`src/rtl/wtc_pkg.sv`:
```
`timescale 1ns/100ps
package wtc_pkg;

   localparam int AUX_N = 3;

   typedef enum logic [1:0] {
      ACT_NONE = 2'd0,
      ACT_SET  = 2'd1,
      ACT_CLR  = 2'd2,
      ACT_TGL  = 2'd3
   } act_e;

   // mode word, 30 bits, MSB first
   typedef struct packed {
      logic [1:0] b_sw;
      logic [1:0] b_ext;
      logic [1:0] b_rc;
      logic [1:0] b_cmp;
      logic [1:0] a_sw;
      logic [1:0] a_ext;
      logic [1:0] a_rc;
      logic [1:0] a_cmp;
      logic [1:0] wave_sel;
      logic       ev_trig;
      logic [1:0] ev_src;
      logic [1:0] ev_edge;
      logic       rc_dis;
      logic       rc_stop;
      logic [1:0] gate_sel;
      logic       clk_inv;
      logic [1:0] clk_src;
   } mode_t;

   localparam int MODE_W = $bits(mode_t);

   localparam logic [1:0] ADDR_MODE = 2'd0;
   localparam logic [1:0] ADDR_RA   = 2'd1;
   localparam logic [1:0] ADDR_RB   = 2'd2;
   localparam logic [1:0] ADDR_RC   = 2'd3;

   // hit/act index 3 = software, 2 = external, 1 = RC, 0 = per-pin compare
   function automatic logic resolve_pin(input logic cur, input logic [3:0] hit,
                                        input logic [7:0] act);
      logic res;
      logic done;
      act_e code;
      res  = cur;
      done = 1'b0;
      for (int i = 3; i >= 0; i--) begin
         code = act_e'(act[2*i +: 2]);
         if (!done && hit[i] && code != ACT_NONE) begin
            done = 1'b1;
            unique case (code)
               ACT_SET: res = 1'b1;
               ACT_CLR: res = 1'b0;
               ACT_TGL: res = ~cur;
               default: res = cur;
            endcase
         end
      end
      return res;
   endfunction

endpackage

```
`src/rtl/wtc_edge.sv`:
```
`timescale 1ns/100ps
module wtc_edge (
   input  logic       clk,
   input  logic       rst_n,
   input  logic       lvl,
   input  logic [1:0] sel,
   output logic       pulse
);
   logic prev_q;

   always_ff @(posedge clk or negedge rst_n) begin
      if (!rst_n) prev_q <= 1'b0;
      else        prev_q <= lvl;
   end

   always_comb begin
      unique case (sel)
         2'd1:    pulse = lvl & ~prev_q;
         2'd2:    pulse = ~lvl & prev_q;
         2'd3:    pulse = lvl ^ prev_q;
         default: pulse = 1'b0;
      endcase
   end
endmodule

```
`src/rtl/wtc_counter.sv`:
```
`timescale 1ns/100ps
module wtc_counter #(
   parameter int CNT_W = 16
) (
   input  logic             clk,
   input  logic             rst_n,
   input  logic             clk_edge,
   input  logic             trig,
   input  logic             cmd_en,
   input  logic             cmd_dis,
   input  logic [1:0]       wave_sel,
   input  logic             rc_stop,
   input  logic             rc_dis,
   input  logic [CNT_W-1:0] ra,
   input  logic [CNT_W-1:0] rb,
   input  logic [CNT_W-1:0] rc,
   output logic [CNT_W-1:0] cnt_q,
   output logic             ev_ra,
   output logic             ev_rb,
   output logic             ev_rc,
   output logic             run_q,
   output logic             dis_q
);
   localparam logic [CNT_W-1:0] ONE  = CNT_W'(1);
   localparam logic [CNT_W-1:0] MAXV = '1;

   logic             step;
   logic             dir_q;
   logic             dir_nxt;
   logic [CNT_W-1:0] nxt;
   logic [CNT_W-1:0] top;

   assign step = run_q & clk_edge & ~trig;

   always_comb begin
      dir_nxt = dir_q;
      nxt     = cnt_q + ONE;
      top     = wave_sel[1] ? rc : MAXV;
      if (!wave_sel[0]) begin
         dir_nxt = 1'b0;
         if (wave_sel[1] && cnt_q == rc) nxt = '0;
      end else if (!dir_q) begin
         if (cnt_q == top) begin
            dir_nxt = 1'b1;
            nxt     = cnt_q - ONE;
         end
      end else begin
         if (cnt_q == '0) dir_nxt = 1'b0;
         else             nxt     = cnt_q - ONE;
      end
   end

   assign ev_ra = step && (nxt == ra);
   assign ev_rb = step && (nxt == rb);
   assign ev_rc = step && (nxt == rc);

   always_ff @(posedge clk or negedge rst_n) begin
      if (!rst_n) begin
         cnt_q <= '0;
         dir_q <= 1'b0;
      end else if (trig) begin
         cnt_q <= '0;
         dir_q <= 1'b0;
      end else if (step) begin
         cnt_q <= nxt;
         dir_q <= dir_nxt;
      end
   end

   always_ff @(posedge clk or negedge rst_n) begin
      if (!rst_n) begin
         run_q <= 1'b0;
         dis_q <= 1'b1;
      end else if (cmd_dis) begin
         run_q <= 1'b0;
         dis_q <= 1'b1;
      end else begin
         if (cmd_en) dis_q <= 1'b0;
         if (trig) begin
            run_q <= ~dis_q;
         end else if (ev_rc && (rc_stop || rc_dis)) begin
            run_q <= 1'b0;
            if (rc_dis) dis_q <= 1'b1;
         end
      end
   end
endmodule

```
`src/rtl/wtc_pin.sv`:
```
`timescale 1ns/100ps
module wtc_pin
   import wtc_pkg::*;
(
   input  logic       clk,
   input  logic       rst_n,
   input  logic       upd_en,
   input  logic [3:0] hit,
   input  logic [7:0] act,
   output logic       pin_q
);
   always_ff @(posedge clk or negedge rst_n) begin
      if (!rst_n)      pin_q <= 1'b0;
      else if (upd_en) pin_q <= resolve_pin(pin_q, hit, act);
   end
endmodule

```
`src/rtl/wtc_chan.sv`:
```
`timescale 1ns/100ps
module wtc_chan
   import wtc_pkg::*;
#(
   parameter int CNT_W = 16
) (
   input  logic              clk,
   input  logic              rst_n,
   input  logic              tick_in,
   input  logic [AUX_N-1:0]  aux_in,
   input  logic              pin_b_in,
   input  logic              cfg_wr,
   input  logic [1:0]        cfg_addr,
   input  logic [MODE_W-1:0] cfg_wdata,
   input  logic              wprot,
   input  logic              cmd_en,
   input  logic              cmd_dis,
   input  logic              cmd_trig,
   output logic [CNT_W-1:0]  cnt_val,
   output logic              pin_a,
   output logic              pin_b,
   output logic              pin_b_oe,
   output logic              hit_ra,
   output logic              hit_rb,
   output logic              hit_rc
);
   localparam int PIN_N = 2;

   if (CNT_W < 2 || CNT_W > MODE_W) begin : g_bad_width
      $error("wtc_chan: CNT_W out of range");
   end

   mode_t            mode_q;
   logic [CNT_W-1:0] ra_q, rb_q, rc_q;
   logic [AUX_N:0]   clk_pool, gate_pool, ev_pool;
   logic             gated_lvl, clk_edge, ext_ev, trig_any;
   logic             ev_ra, ev_rb, ev_rc, run_q, dis_q;
   logic [PIN_N-1:0][3:0] pin_hit;
   logic [PIN_N-1:0][7:0] pin_act;
   logic [PIN_N-1:0]      pin_upd;
   logic [PIN_N-1:0]      pin_q;

   always_ff @(posedge clk or negedge rst_n) begin
      if (!rst_n) begin
         mode_q <= '0;
         ra_q   <= '0;
         rb_q   <= '0;
         rc_q   <= '0;
      end else if (cfg_wr) begin
         unique case (cfg_addr)
            ADDR_MODE: if (!wprot) mode_q <= mode_t'(cfg_wdata);
            ADDR_RA:   ra_q <= cfg_wdata[CNT_W-1:0];
            ADDR_RB:   rb_q <= cfg_wdata[CNT_W-1:0];
            default:   rc_q <= cfg_wdata[CNT_W-1:0];
         endcase
      end
   end

   assign clk_pool  = {aux_in, tick_in};
   assign gate_pool = {aux_in, 1'b1};
   assign ev_pool   = {aux_in, pin_b_in};
   assign gated_lvl = clk_pool[mode_q.clk_src] & gate_pool[mode_q.gate_sel];

   wtc_edge u_clk_edge (
      .clk   (clk),
      .rst_n (rst_n),
      .lvl   (gated_lvl),
      .sel   (mode_q.clk_inv ? 2'd2 : 2'd1),
      .pulse (clk_edge)
   );

   wtc_edge u_ext_edge (
      .clk   (clk),
      .rst_n (rst_n),
      .lvl   (ev_pool[mode_q.ev_src]),
      .sel   (mode_q.ev_edge),
      .pulse (ext_ev)
   );

   assign trig_any = cmd_trig | (ext_ev & mode_q.ev_trig);

   wtc_counter #(.CNT_W(CNT_W)) u_cnt (
      .clk      (clk),
      .rst_n    (rst_n),
      .clk_edge (clk_edge),
      .trig     (trig_any),
      .cmd_en   (cmd_en),
      .cmd_dis  (cmd_dis),
      .wave_sel (mode_q.wave_sel),
      .rc_stop  (mode_q.rc_stop),
      .rc_dis   (mode_q.rc_dis),
      .ra       (ra_q),
      .rb       (rb_q),
      .rc       (rc_q),
      .cnt_q    (cnt_val),
      .ev_ra    (ev_ra),
      .ev_rb    (ev_rb),
      .ev_rc    (ev_rc),
      .run_q    (run_q),
      .dis_q    (dis_q)
   );

   assign pin_hit[0] = {cmd_trig, ext_ev, ev_rc, ev_ra};
   assign pin_hit[1] = {cmd_trig, ext_ev, ev_rc, ev_rb};
   assign pin_act[0] = {mode_q.a_sw, mode_q.a_ext, mode_q.a_rc, mode_q.a_cmp};
   assign pin_act[1] = {mode_q.b_sw, mode_q.b_ext, mode_q.b_rc, mode_q.b_cmp};
   assign pin_b_oe   = (mode_q.ev_src != 2'd0);
   assign pin_upd    = {pin_b_oe, 1'b1};

   for (genvar gi = 0; gi < PIN_N; gi++) begin : g_pin
      wtc_pin u_pin (
         .clk    (clk),
         .rst_n  (rst_n),
         .upd_en (pin_upd[gi]),
         .hit    (pin_hit[gi]),
         .act    (pin_act[gi]),
         .pin_q  (pin_q[gi])
      );
   end

   assign pin_a = pin_q[0];
   assign pin_b = pin_q[1];

   always_ff @(posedge clk or negedge rst_n) begin
      if (!rst_n) begin
         hit_ra <= 1'b0;
         hit_rb <= 1'b0;
         hit_rc <= 1'b0;
      end else begin
         hit_ra <= ev_ra;
         hit_rb <= ev_rb;
         hit_rc <= ev_rc;
      end
   end
endmodule

```
`config.mk`:
```
export PLATFORM = sky130hd
export DESIGN_NAME = wtc_chan
export DESIGN_NICKNAME = d
export VERILOG_FILES = /design/src/rtl/wtc_pkg.sv /design/src/rtl/wtc_edge.sv /design/src/rtl/wtc_counter.sv /design/src/rtl/wtc_pin.sv /design/src/rtl/wtc_chan.sv
export SDC_FILE = /design/constraint.sdc
export NUM_CORES = 1
export LEC_CHECK = 0
export ABC_AREA = 1
export BUFFER_PORTS_ARGS = -buffer_cell sky130_fd_sc_hd__clkbuf_2
export CORE_ASPECT_RATIO = 1.75
export CORE_MARGIN = 2
export CORE_UTILIZATION = 56
export CTS_BUF_LIST = sky130_fd_sc_hd__clkbuf_8
export DETAILED_ROUTE_END_ITERATION = 16
export HOLD_SLACK_MARGIN = 0.15
export PLACE_DENSITY = 0.86
export SETUP_SLACK_MARGIN = 0.2
export SYNTH_ARGS = -nofsm -noshare
export SYNTH_HDL_FRONTEND = slang
export SYNTH_SLANG_ARGS = --single-unit
export TNS_END_PERCENT = 20
```
`constraint.sdc`:
```
create_clock -name clk -period 3 [get_ports clk]
set_clock_uncertainty 0.1 [all_clocks]
set_input_delay 0.6 -clock clk [delete_from_list [all_inputs] [get_ports clk]]
set_output_delay 0.6 -clock clk [all_outputs]
set_load 0.05 [all_outputs]
```
======== Word-level counts from Yosys, hierarchy flattened ========
Cells that the tools add are included.
cells by class
  add/sub/neg operators ................... 2
  magnitude comparators ................... 3
  equal/unequal tests ..................... 43
  multiplexer cells ....................... 56
  bitwise operators ....................... 21
  reductions and logical operators ........ 50
operators by type and width
  operator                                             number
  2-to-1 mux 16 bit                                    8
  equality test 16 bit                                 5
  equality test 2 bit, second input constant           21
  2-to-1 mux 1 bit                                     34
  case mux 1 bit (3 select lines)                      10
  equality test 2 x 1 -> 1 bit, second input constant  11
  nonzero test 2 bit                                   10
  logical AND 1 bit                                    19
  adder 16 x 1 -> 16 bit, second input constant        1
  zero test 16 bit                                     1
  subtractor 16 x 1 -> 16 bit, second input constant   1
  != test 6 bit, second input constant                 2
  nonzero test 6 bit                                   2
  != test 5 bit, second input constant                 2
  NOT 1 bit                                            10
  < comparator 2 x 3 -> 1 bit, second input constant   3
  bitwise AND 1 bit                                    8
  != test 4 bit, second input constant                 2
  nonzero test 4 bit                                   2
  binary-select mux 1 bit (select 2 bit)               3
  zero test 1 bit                                      6
  AND reduction 2 bit                                  3
  AND reduction 6 bit                                  1
  AND reduction 5 bit                                  1
  8 further kinds                                      9
storage, ports and cells
  bits in registers ....................... 104
  bits of input ports ..................... 44
  output and inout port bits .............. 22
  word-level logic and storage cells ...... 206

======== Logic depth before layout (Yosys ltp) ========
  depth after elaboration ................. 19
  depth in mapped cells ................... 27
  mapped depth without buffers ............ 26

======== Cells and area by module ========
A second synthesis with hierarchy kept.
unflattened totals
  cells, all modules ...................... 1053
  area, all modules ....................... 7268.2 um^2
by module, submodules not included
  module       instances  cells each  area each (um^2)  sequential area each (um^2)
  wtc_counter  1          563         3114.2            476.7
  wtc_chan     1          318         3108.0            2026.9
  wtc_pin      2          74          434.2             25.0
  wtc_edge     2          12          88.8              25.0

======== Least setup slack after synthesis ========
OpenSTA, ideal clock, no wires.
  path kind ............................... register to register
  from .................................... register u_cnt.cnt_q[0]
  to ...................................... register g_pin[0].u_pin.pin_q
  library setup time ...................... 119 ps
  arrival time ............................ 2973 ps
  required time ........................... 2781 ps
  slack ................................... -192 ps
  stages on the path, launching flop included .. 22
  path buffers ............................ 1
  period minus slack after synthesis ...... 3192 ps
  cells stage by stage .................... dfrtp_1 -> inv_1 -> ha_1 -> nand3_2 -> nor2_4 -> nand2_2 -> nor2_4 -> nand3b_1 -> nand2_2 -> nand2_4 -> buf_8 -> a21oi_2 -> nand2_2 -> nand2_1 -> nand4_1 -> nor2_1 -> and2_1 -> nand3_2 -> nand3_1 -> nand3_1 -> nand2_1 -> nand2_1
between the ends
  word-level cells in the longest chain between the ends .. 14
  elaborated cells between the ends (all ways) .. 29
  those cells by class .................... add/sub (2); eq/ne (7); mux (8); reduce/logical (12)
RTL lines
  item                                                          line                                  text
  start: declaration                                            wtc_counter.sv:17                     output logic [CNT_W-1:0] cnt_q,
  start signal: assignment                                      wtc_counter.sv:65                     cnt_q <= nxt;
  adder 16 x 1 -> 16 bit, or another cell as far along          wtc_counter.sv:37                     nxt = cnt_q + ONE;
  2-to-1 mux 16 bit, or another cell as far along               wtc_counter.sv:43                     if (cnt_q == top) begin
  2-to-1 mux 16 bit, on equally long branches                   wtc_counter.sv:42, wtc_counter.sv:41
  2-to-1 mux 16 bit (*)                                         wtc_counter.sv:39                     if (!wave_sel[0]) begin
  equality test 16 bit                                          wtc_counter.sv:55                     assign ev_rc = step && (nxt == rc);
  logical AND 1 bit                                             wtc_counter.sv:55
  logical AND 1 bit (2 in a row)                                wtc_pkg.sv:51                         if (!done && hit[i] && code != ACT_NONE) begin
  2-to-1 mux 1 bit                                              wtc_pkg.sv:51
  zero test 1 bit                                               wtc_pkg.sv:51
  logical AND 1 bit (2 in a row)                                wtc_pkg.sv:51
  != test 6 bit (no source line), or another cell as far along  -
  AND reduction 5 bit (no source line)                          -
  end signal: assignment                                        wtc_pin.sv:14                         else if (upd_en) pin_q <= resolve_pin(pin_q, hit, act);
  end: declaration                                              wtc_pin.sv:10                         output logic pin_q
Mark *: on every way between the ends. The rest lies on a longest branch, timed or not.
A chain may end at the register's enable or synchronous reset.

======== Worst setup path in the final report ========
  from .................................... register mode_q[9] (netlist bit)
  to ...................................... register g_pin[1].u_pin.pin_q
between the ends
  word-level cells in the longest chain between the ends .. 19
  elaborated cells between the ends (all ways) .. 35
  those cells by class .................... eq/ne (3); mux (10); bitwise (8); reduce/logical (14)
RTL lines
  item                                                          line                              text
  start: declaration                                            wtc_chan.sv:33                    mode_t mode_q;
  start signal: assignment                                      wtc_chan.sv:51                    ADDR_MODE: if (!wprot) mode_q <= mode_t'(cfg_wdata);
  binary-select mux 1 bit (select 2 bit) (*)                    wtc_chan.sv:75                    .lvl (ev_pool[mode_q.ev_src]),
  2-to-1 mux 1 bit (implied by the code) (*)                    wtc_chan.sv:75
  via u_ext_edge.lvl                                            wtc_edge.sv:5                     input logic lvl,
  NOT 1 bit                                                     wtc_edge.sv:19                    2'd2: pulse = ~lvl & prev_q;
  bitwise AND 1 bit                                             wtc_edge.sv:19
  case mux 1 bit (3 select lines) (*)                           wtc_edge.sv:17                    unique case (sel)
  bitwise AND 1 bit or logical AND 1 bit (tied branches)        wtc_chan.sv:80, wtc_pkg.sv:51
  OR 1 bit or logical AND 1 bit (tied branches)                 wtc_chan.sv:80, wtc_pkg.sv:51
  [... 2 more ...]                                              -
  logical AND 1 bit or zero test 1 bit (tied branches)          wtc_counter.sv:55, wtc_pkg.sv:51
  logical AND 1 bit (2 in a row)                                wtc_pkg.sv:51
  2-to-1 mux 1 bit                                              wtc_pkg.sv:51
  2-to-1 mux 1 bit                                              wtc_pin.sv:14
  zero test 1 bit                                               wtc_pkg.sv:51
  logical AND 1 bit (2 in a row)                                wtc_pkg.sv:51
  != test 6 bit (no source line), or another cell as far along  -
  AND reduction 6 bit (no source line)                          -
  end signal: assignment                                        wtc_pin.sv:14
  end: declaration                                              wtc_pin.sv:10
The timed path passes the listed nets; every way through them passes the cells marked *. The select of a mux whose other input is x is not followed.

==> flow_summary.yaml <==
status:
  status: "complete, but fails checks"
  failed_checks: "setup timing"
logic_synthesis:
  synth-compound-area-share_pct: 12.5
  yosys.area_share.simple_pct: 35.5
  synth_top_area_share_pct: 35.2
  synthArstFlopShare_pct: 100
  synthTopCellsByArea: "dfrtp_1 (35%), nand2_1 (15%), o21ai_0 (6.5%)"
  synthXorXnorAreaFrac_pct: 3.35
  ys_warn_count: 0
  synth_flop_cell: "dfrtp_1"
  synth-edff-count: 0
  ys_seq_area_share_pct: 35.6
  synth.largest_area_cell: "dfrtp_1"
  netlist_instances: 1062
  syn_area_mm2: 0.00732
  ys_seq_elements: 104
  synthesis.nets: 1134
  synth_top_family_by_area: "simple AND/OR/NAND/NOR gates"
  syn_avg_cell_area_um2: 6.89
  synth_fa_ha_area_share_pct: 4.79
  synthMuxAreaShare_pct: 0
  netlist-cell-type-count: 42
worst_setup_path:
  start_kind: "flop"
  cp-end-kind: "flop"
  slowest_delay_ns: 0.45
  cp_top_family: "simple AND/OR/NAND/NOR gates"
  critPathMaxFanout: 4
  crit_top_cell: "nand2_1"
  crit_required_ns: 3.18
  critPathArrivalTime_ns: 3.46
  critPathKind: "reg -> reg"
  cp_num_buf_inv: 5
  slowest_stage: "dfrtp_1"
global_routing:
  antenna_found_initial: 0
  gr-total-overflow: 0
  grt_pass1_vias: 8338
  grt_pass1_wl_mm: 40.8
  grt_max_degree: 61
  grt.total_usage_pct: 37.4
timing:
  tns_ns: -0.708
  slew_headroom_pct: 34.1
  timing.fmax_mhz: 304
  worst_pin_slew_ns: 0.985
  hold_viol: 0
  setup_viol: 4
  timing.final.crit_share_pct: 110
  setup_ws_ns: -0.286
  final_max_slew_viol_count: 0
  layout_min_cycle_time_ns: 3.29
  rsz0062_at_grt: "true"
routing:
  wl_mm: 26.1
  initialDrtViolationCount: 767
  post_drt_wl_per_cell_um: 17.7
  remaining_drc_errors: 0
  antenna_left: 0
  dr_total_vias: 8448
  via_per_inst: 5.74
  firstDrtPassIters: 6
placement:
  dpl.hpwl_mm: 20.3
  place.gp.congestion: 0.991
  numPortBuffers: 65
  place_inst: 1444
clock_tree:
  root_buffer: "clkbuf_8"
  clockBufferDepth: 2
  cts_tree: "yes"
  numCtsBuffers: 9
  insertion_delay_ns: 0.40
  htree_num_levels: 3
  clk_pin_slew_worst_paths_ns: 0.11
  cts_num_sinks: 104
power:
  peakVddDrop_mv: 0.426
  p_leak_nw: 5.12
  power_density_mw_per_mm2: 456
floorplanning:
  start_util_pct: 56.9
  die-area_mm2: 0.0140
  placement_rows: 55
  coreArea_mm2: 0.0129
  dieWidth_um: 90.4
  ios: 66
  die_h_um: 155
cells_and_area:
  fin_cells: 1471
  nets: 1367
  nFillCells: 1056
  n_antenna_cell: 0
  area_delta_synth_final_pct: 31.2
  drive_gt1_share_pct: 28.7
job:
  cap_violations: 0
min_path:
  hold_class: "in -> reg"
==> path summary, 6_finish.rpt <==
| path | start | endpoint | slack, ns | cells past startpoint |
|---|---|---|---|---|
| worst min-delay path | cfg_wdata[18] | mode_q[18] | 0.35 | 3 |
| worst min register to register | rb_q[2] | rb_q[2] | 0.43 | 2 |
| worst max register to register | mode_q[9] | g_pin[1].u_pin.pin_q | -0.29 | 26 |
| min in group asynchronous | rst_n | ra_q[0] | 0.64 | 2 |
| worst max-delay path | mode_q[9] | g_pin[1].u_pin.pin_q | -0.29 | 26 |
| max in group asynchronous | rst_n | mode_q[27] | 1.48 | 3 |
==> flip-flops by register name, summed over array words and instances, names as in the netlist <==
name               cells
g_pin.u_pin.pin_q      2
hit_ra                 1
hit_rb                 1
hit_rc                 1
mode_q                30
ra_q                  16
rb_q                  16
rc_q                  16
u_clk_edge.prev_q      1
u_cnt.cnt_q           16
u_cnt.dir_q            1
u_cnt.dis_q            1
u_cnt.run_q            1
u_ext_edge.prev_q      1
==> report_power, final <==
part           internal [mW]  leakage (nW)  switching (mW)  total [mW]
clock network          0.403         0.107           0.553       0.956
logic                  0.623          3.72           0.998        1.62
registers               1.61          1.29           0.200        1.81
==> through the flow <==
step | util (%) | cell area, um^2 | hold slack [ns] | setup WS (ns) | power (mW)
global placement | 70.7 | 9090 | 0.381 | -0.502 | 3.27
CTS | 73.6 | 9470 | 0.354 | -0.162 | 4.30
finish | 74.6 | 9610 | 0.351 | -0.286 | 4.38
detailed placement | 70.7 | 9090 | 0.386 | -0.679 | 3.34
floorplan | - | 7360 | 0.204 | 0.00567 | 2.70
global route | 74.6 | 9610 | 0.360 | -0.467 | 4.63
==> tightest hold or removal path, cell delays in order <==
cell	delay (ns)
clkbuf_2	0.07
nor2_1	0.04
a21oi_1	0.09
==> cells by family (layout without fill, tap and decap cells) <==
kind of cell,Yosys count,count (layout)
AO/OA/AOI/OAI,167,167
AND/OR/NAND/NOR,589,589
buffers and inverters,146,384
flip-flops,104,104
XOR/XNOR,28,28
adder cells (fa/ha/maj),28,28
==> cells in the mapped netlist (all sizes together), types with 2 or more instances <==
cell,count
nor2,123
xor2,22
o22ai,18
nand3b,13
nand4,23
xnor2,6
clkbuf,19
inv,113
nand3,84
dfrtp,103
o21a,2
nand2,324
o21ai,101
ha,28
or2,4
a21oi,40
o211ai,2
nor3,14
buf,13
==> final cells by class <==
cell class | count | area [um^2] | area share, %
clock inverter | 7 | 86.3 | 0.899
inverter | 114 | 435 | 4.53
tap | 171 | 214 | 2.23
multi-input combinational | 812 | 4340 | 45.2
clock buffer | 9 | 124 | 1.29
timing repair buffer | 254 | 1790 | 18.6
sequential | 104 | 2610 | 27.2
==> layout by cell type, fill, tap and decap left out, drive strengths merged, types with 2 or more instances in the layout <==
cell and count:
nand4 23, xor2 22, nand3b 13, ha 28, o211ai 2, nor2 123
a21oi 40, nor3 14, clkinv 4, nand2 324, nand3 84, dfrtp 103
o21ai 101, inv 116, o21a 2, or2 4, o22ai 18, buf 189
clkbuf 73, xnor2 6
==> timing repair <==
item | in CTS | in global routing
endpoints found under the hold margin | 36 | 0
buffers inserted | 2 | 8
pin swaps | 8 | 12
gates resized for setup | 36 | 17
hold buffers | 1 | 0
endpoints found under the setup margin | 7 | 7
==> layer usage <==
layer  routed length (um)  part of all wire, %  global-route usage, %  vias to the layer above
li1                     -                    -                      -                     3910
met1                 9070                   35                   38.4                     3960
met2                13400                   51                   68.6                      422
met3                 1210                  4.6                   3.83                      156
met4                 2430                  9.3                   29.7                        0
met5                    0                    0                      0                        -
No activity file was read; power rests on OpenSTA's default activity.
